`config.mk`:
```
export PLATFORM = sky130hd
export DESIGN_NAME = frame_entry_seq
export DESIGN_NICKNAME = d
export VERILOG_FILES = /design/src/rtl/fes_pkg.sv /design/src/rtl/fes_copy_ctr.sv /design/src/rtl/fes_req_gen.sv /design/src/rtl/frame_entry_seq.sv
export SDC_FILE = /design/constraint.sdc
export NUM_CORES = 1
export LEC_CHECK = 0
export CAP_MARGIN = 20
export CELL_PAD_IN_SITES_DETAIL_PLACEMENT = 0
export CELL_PAD_IN_SITES_GLOBAL_PLACEMENT = 2
export CORE_MARGIN = 5
export CORE_UTILIZATION = 26
export DETAILED_ROUTE_END_ITERATION = 10
export HOLD_SLACK_MARGIN = 0.1
export PLACE_DENSITY = 0.82
export SETUP_SLACK_MARGIN = 0.2
export SLEW_MARGIN = 5
export SYNTH_ARGS = -nofsm -noshare
export SYNTH_HDL_FRONTEND = slang
export SYNTH_SLANG_ARGS = --single-unit
```
`constraint.sdc`:
```
create_clock -name clk -period 2.15 [get_ports clk]
set_clock_uncertainty 0.1 [all_clocks]
set_input_delay 0.43 -clock clk [delete_from_list [all_inputs] [get_ports clk]]
set_output_delay 0.43 -clock clk [all_outputs]
set_load 0.01 [all_outputs]
```
`src/rtl/fes_pkg.sv`:
```
package fes_pkg;
  localparam int unsigned WORD_W = 16;
  localparam int unsigned STEP   = 2;

  typedef logic [WORD_W-1:0] word_t;

  typedef enum logic [2:0] {
    S_IDLE,
    S_PUSH_FP,
    S_READ,
    S_PUSH_CP,
    S_PUSH_TMP,
    S_FINISH
  } fes_state_t;

  // one stack slot downward, wraps modulo 2^WORD_W
  function automatic word_t step_down(input word_t v);
    return v - word_t'(STEP);
  endfunction

  // carve local storage below the pushed words
  function automatic word_t alloc_sp(input word_t sp, input word_t size);
    return sp - size;
  endfunction
endpackage

```
`src/rtl/fes_copy_ctr.sv`:
```
module fes_copy_ctr #(
  parameter int unsigned CW = 5
) (
  input  logic          clk,
  input  logic          rst_n,
  input  logic          load,
  input  logic [CW-1:0] load_val,
  input  logic          dec,
  output logic          last,
  output logic          empty
);
  logic [CW-1:0] cnt;

  always_ff @(posedge clk) begin
    if (!rst_n)    cnt <= '0;
    else if (load) cnt <= load_val;
    else if (dec)  cnt <= cnt - CW'(1);
  end

  assign last  = (cnt == CW'(1));
  assign empty = (cnt == '0);
endmodule

```
`src/rtl/fes_req_gen.sv`:
```
module fes_req_gen
  import fes_pkg::*;
(
  input  fes_state_t state,
  input  word_t      sp_work,
  input  word_t      bp_work,
  input  word_t      hold_word,
  input  word_t      tmp_frame,
  output logic       req,
  output logic       we,
  output word_t      addr,
  output word_t      wdata
);
  always_comb begin
    req   = 1'b0;
    we    = 1'b0;
    addr  = '0;
    wdata = '0;
    case (state)
      S_PUSH_FP: begin
        req = 1'b1; we = 1'b1;
        addr = step_down(sp_work); wdata = bp_work;
      end
      S_READ: begin
        req = 1'b1;
        addr = step_down(bp_work);
      end
      S_PUSH_CP: begin
        req = 1'b1; we = 1'b1;
        addr = step_down(sp_work); wdata = hold_word;
      end
      S_PUSH_TMP: begin
        req = 1'b1; we = 1'b1;
        addr = step_down(sp_work); wdata = tmp_frame;
      end
      default: ;
    endcase
  end
endmodule

```
`src/rtl/frame_entry_seq.sv`:
```
module frame_entry_seq
  import fes_pkg::*;
#(
  parameter int unsigned LVL_IN_W = 8,
  parameter int unsigned LVL_BITS = 5
) (
  input  logic                clk,
  input  logic                rst_n,
  input  logic                start,
  input  logic [WORD_W-1:0]   sp_in,
  input  logic [WORD_W-1:0]   fp_in,
  input  logic [WORD_W-1:0]   size_in,
  input  logic [LVL_IN_W-1:0] level_in,
  output logic                busy,
  output logic                done,
  output logic [WORD_W-1:0]   sp_out,
  output logic [WORD_W-1:0]   fp_out,
  output logic                mem_req,
  output logic                mem_we,
  output logic [WORD_W-1:0]   mem_addr,
  output logic [WORD_W-1:0]   mem_wdata,
  input  logic                mem_ack,
  input  logic [WORD_W-1:0]   mem_rdata
);
  fes_state_t state;
  word_t      sp_work, bp_work, tmp_frame, hold_word, size_r;
  logic       lvl_nz;

  logic [LVL_BITS-1:0] lvl;
  logic                unused_lvl_hi;
  assign lvl           = level_in[LVL_BITS-1:0];
  assign unused_lvl_hi = ^level_in[LVL_IN_W-1:LVL_BITS];

  // named events for the checker
  logic accept, push_fire, read_fire, ctr_last, ctr_empty;
  assign accept    = (state == S_IDLE) && start;
  assign push_fire = mem_req && mem_we && mem_ack;
  assign read_fire = mem_req && !mem_we && mem_ack;

  fes_copy_ctr #(.CW(LVL_BITS)) u_ctr (
    .clk      (clk),
    .rst_n    (rst_n),
    .load     (accept),
    .load_val ((lvl == '0) ? '0 : lvl - LVL_BITS'(1)),
    .dec      ((state == S_PUSH_CP) && mem_ack),
    .last     (ctr_last),
    .empty    (ctr_empty)
  );

  fes_req_gen u_req (
    .state     (state),
    .sp_work   (sp_work),
    .bp_work   (bp_work),
    .hold_word (hold_word),
    .tmp_frame (tmp_frame),
    .req       (mem_req),
    .we        (mem_we),
    .addr      (mem_addr),
    .wdata     (mem_wdata)
  );

  assign busy = (state != S_IDLE);

  always_ff @(posedge clk) begin
    if (!rst_n) begin
      state     <= S_IDLE;
      sp_work   <= '0;
      bp_work   <= '0;
      tmp_frame <= '0;
      hold_word <= '0;
      size_r    <= '0;
      lvl_nz    <= 1'b0;
      sp_out    <= '0;
      fp_out    <= '0;
      done      <= 1'b0;
    end else begin
      done <= 1'b0;
      case (state)
        S_IDLE: if (start) begin
          sp_work <= sp_in;
          bp_work <= fp_in;
          size_r  <= size_in;
          lvl_nz  <= (lvl != '0);
          state   <= S_PUSH_FP;
        end
        S_PUSH_FP: if (mem_ack) begin
          sp_work   <= step_down(sp_work);
          tmp_frame <= step_down(sp_work);
          if (!lvl_nz)        state <= S_FINISH;
          else if (ctr_empty) state <= S_PUSH_TMP;
          else                state <= S_READ;
        end
        S_READ: if (mem_ack) begin
          bp_work   <= step_down(bp_work);
          hold_word <= mem_rdata;
          state     <= S_PUSH_CP;
        end
        S_PUSH_CP: if (mem_ack) begin
          sp_work <= step_down(sp_work);
          state   <= ctr_last ? S_PUSH_TMP : S_READ;
        end
        S_PUSH_TMP: if (mem_ack) begin
          sp_work <= step_down(sp_work);
          state   <= S_FINISH;
        end
        S_FINISH: begin
          sp_out <= alloc_sp(sp_work, size_r);
          fp_out <= tmp_frame;
          done   <= 1'b1;
          state  <= S_IDLE;
        end
        default: state <= S_IDLE;
      endcase
    end
  end
endmodule

```
==> impl_metrics.json, run 1 <==
{
  "ys_seq_area_frac": 0.357,
  "finalMaxSlewViolations": 0,
  "io_buffers": 140,
  "cts_tree": "yes",
  "worst_pin_slew_ns": 0.458,
  "path_clk_slew_ns": 0.06,
  "fin_crit_ns": 2.93,
  "die_w_um": 172,
  "clockBufferDepth": 2,
  "failed_checks": "setup timing",
  "cts_sinks": 122,
  "grt_max_degree": 49,
  "antenna_found_initial": 0,
  "fin_nets": 1371,
  "cp-startpoint": "sp_work[11]$_SDFFE_PN0P_",
  "io_pins": 144,
  "fin_crit_sh": 1.36,
  "crit_path_cell_trace": "or4_4 > or2_4 > buf_6 > nor4b_4 > nor2_4 > o22ai_2 > buf_2",
  "synth.area.top_cells": "dfxtp_1 36%, nand2_1 8.8%, a21oi_1 7.4%",
  "gr-usage-all-layers": 0.197,
  "antenna_cells": 0,
  "synth_nets": 998,
  "async_flop_share": 0,
  "grt_overflow": 0,
  "grt_pass1_wl_mm": 45.1,
  "critPathMaxFanout": 3,
  "outcome": "finished, violations left",
  "hold_viol_final": 0,
  "drive_gt1_frac": 0.460,
  "synth-edff-count": 0,
  "r2r-start": "state[1]$_SDFFE_PN0P_",
  "timing.critical_path.to": "mem_addr[15]",
  "endpoint_kind": "output port",
  "worstSetupPathType": "flip-flop to output port",
  "place_hpwl_mm": 20.3,
  "drt_iter0_markers": 505,
  "worstPathArrival_ns": 2.40,
  "drtAntennaViolNets": 0,
  "firstDrtPassIters": 5,
  "worst_slack_ns": -0.777,
  "total_power_mw": 10.9,
  "drv_cap": 0,
  "start_kind": "flip-flop",
  "r2r_cells": 10,
  "ys.flop_type": "dfxtp_1",
  "ys_ff_latch": 122,
  "clk_latency_ns": 0.43,
  "routed_wl_mm": 31.5,
  "place.detailed.instances": 1482,
  "routed_via_density": 5.12,
  "required_ns": 1.62,
  "initial_utilization": 0.264,
  "yosysWarnings": 0,
  "std_cell_rows": 59,
  "synth_cell_types": 71,
  "fmax_ghz": 0.342,
  "core_area_um2": 26000,
  "critPathSlowestCell": "or4_4",
  "holdWs_ns": 0.353,
  "synthCells": 900,
  "ff2ff_setup_slack_ns": -0.34,
  "max_slew_margin": 0.694,
  "avgSynthCellArea_um2": 7.61,
  "root_buffer": "clkbuf_16",
  "synth_area_um2": 6850,
  "p_per_area_nw_per_um2": 817,
  "max_stage_delay_ns": 0.53,
  "pre_cts_slack_ns": -0.688,
  "synth_top_area_frac": 0.357,
  "final_cells": 1621,
  "drcViolationCount": 0,
  "finalSetupViolCount": 67,
  "cts_inserted_buffers": 17,
  "rsz0062_at_grt": "yes",
  "synth_top_cell_by_area": "dfxtp_1",
  "grt_pass1_vias": 8175,
  "gp_congestion": 0.867,
  "leakagePower_nw": 5.36,
  "ir_worst_vdd_v": 0.000475,
  "vias": 8299,
  "htree_levels": 4,
  "die_y_um": 172,
  "hold_class": "flip-flop to flip-flop",
  "area_growth_pct": 94.5,
  "drt-wirelength-per-cell_um": 19.5,
  "timing.rr.end": "bp_work[15]$_SDFFE_PN0P_",
  "dieArea_um2": 29700
}
state kept, by name, indices dropped and copies added (netlist names):
| register | count |
|---|---|
| sp_work | 16 |
| u_ctr.cnt | 5 |
| state | 3 |
| tmp_frame | 16 |
| lvl_nz | 1 |
| bp_work | 16 |
| hold_word | 16 |
| done | 1 |
| size_r | 16 |
| fp_out | 16 |
| sp_out | 16 |
cells in the mapped netlist, types with 6 or more instances:
cell	instances
nor4_1	7
or3_1	6
xnor2_1	24
and3_1	8
a211oi_1	23
o31ai_1	10
nand2_1	161
buf_2	10
nand3_1	27
inv_1	33
dfxtp_1	122
ha_1	21
a211o_1	6
clkbuf_1	47
o21ai_0	49
buf_1	7
o211ai_1	6
a21oi_1	101
nand4_1	6
nor3_1	16
mux2i_1	18
a21o_1	7
nor2_1	69
o22ai_1	17
xor2_1	11
layout make-up:
| class | instances | area [µm²] |
|---|---|---|
| multi-input combinational | 680 | 5450 |
| clock inverter | 13 | 193 |
| timing repair buffer | 419 | 4220 |
| tap | 335 | 419 |
| fill | 2324 | 12700 |
| sequential | 122 | 2480 |
| inverter | 33 | 131 |
| clock buffer | 19 | 433 |
how the worst min path moves through the flow:
| stage | from | endpoint | slack (ns) | depth (start not counted) |
|---|---|---|---|---|
| 6_report | size_r[10]$_SDFFE_PN0P_ | size_r[10]$_SDFFE_PN0P_ | 0.35 | 2 |
| 5_1_grt | size_r[12]$_SDFFE_PN0P_ | size_r[12]$_SDFFE_PN0P_ | 0.37 | 2 |
| 4_1_cts | size_r[10]$_SDFFE_PN0P_ | size_r[10]$_SDFFE_PN0P_ | 0.36 | 2 |
| 3_5_place_dp | fp_out[12]$_SDFFE_PN0P_ | fp_out[12]$_SDFFE_PN0P_ | 0.35 | 2 |
| 3_3_place_gp | fp_out[14]$_SDFFE_PN0P_ | fp_out[14]$_SDFFE_PN0P_ | 0.34 | 2 |
| 2_1_floorplan | hold_word[0]$_SDFFE_PN0P_ | hold_word[0]$_SDFFE_PN0P_ | 0.34 | 2 |
worst max-delay path, delay by kind of cell, from the launching register on:
| kind | cells | cell delay (ns) |
|---|---|---|
| flip-flops | 1 | 0.32 |
| buffers and inverters | 2 | 0.29 |
| AND/OR/NAND/NOR | 4 | 1.17 |
| AO/OA/AOI/OAI | 1 | 0.19 |
power by group:
group | leakage (nW) | internal, mW | switching, mW
Clock | 0.298 | 1.95 | 1.16
Combinational | 4.06 | 2.72 | 2.47
Sequential | 1.00 | 2.42 | 0.167
metrics by stage:
step	cell area (µm²)	utilization	TNS (ns)
finish	13300	0.513	-15.98
global placement	10300	0.395	-13.85
CTS	12300	0.473	-10.41
floorplan	7300	-	-0.125
global route	13300	0.513	-19.53
detailed placement	10300	0.395	-13.37
cell families (layout without fill, tap and decap cells):
logic type	Yosys count	count (layout)	share of synthesized area
adders and majority gates	22	22	0.0413
buffers and inverters	98	484	0.0566
DFF	122	122	0.357
AOI/OAI and AO/OA	258	258	0.231
muxes	20	20	0.0296
and+or+nand+nor	345	345	0.241
xor gates and xnor gates	35	35	0.0447
routing by layer:
| layer | global-route usage | routed length, µm |
|---|---|---|
| met5 | 0 | 0 |
| met4 | 0.0759 | 1160 |
| met3 | 0.0332 | 1570 |
| met2 | 0.335 | 15500 |
| met1 | 0.249 | 13400 |
placed cells by master (no fill, tap or decap), drive strengths merged, types with 7 or more instances in the layout:
cell / n
dfxtp: 122
xor2: 11
o22ai: 17
buf: 310
a21o: 7
mux2i: 18
inv: 35
xnor2: 24
and3: 8
nor2: 70
ha: 21
nand3: 27
clkbuf: 22
nor4: 9
a211oi: 23
o31ai: 10
clkdlybuf4s50: 105
o21ai: 49
nor3: 19
nand2: 161
a21oi: 101
what timing repair did:
action	CTS	global route
gates cloned	7	3
setup buffers	63	34
pin swaps	99	84
hold buffers	0	0
resized for setup	373	151
setup endpoints to repair	96	102
Note: power is estimated with default switching activity, not from simulation.
==> run 2, diff against run 1 <==
CTS_CLUSTER_DIAMETER = 150   (was default)
==> results of run 2 <==
Final layout, timing and power as in run 1 (identical DEF).
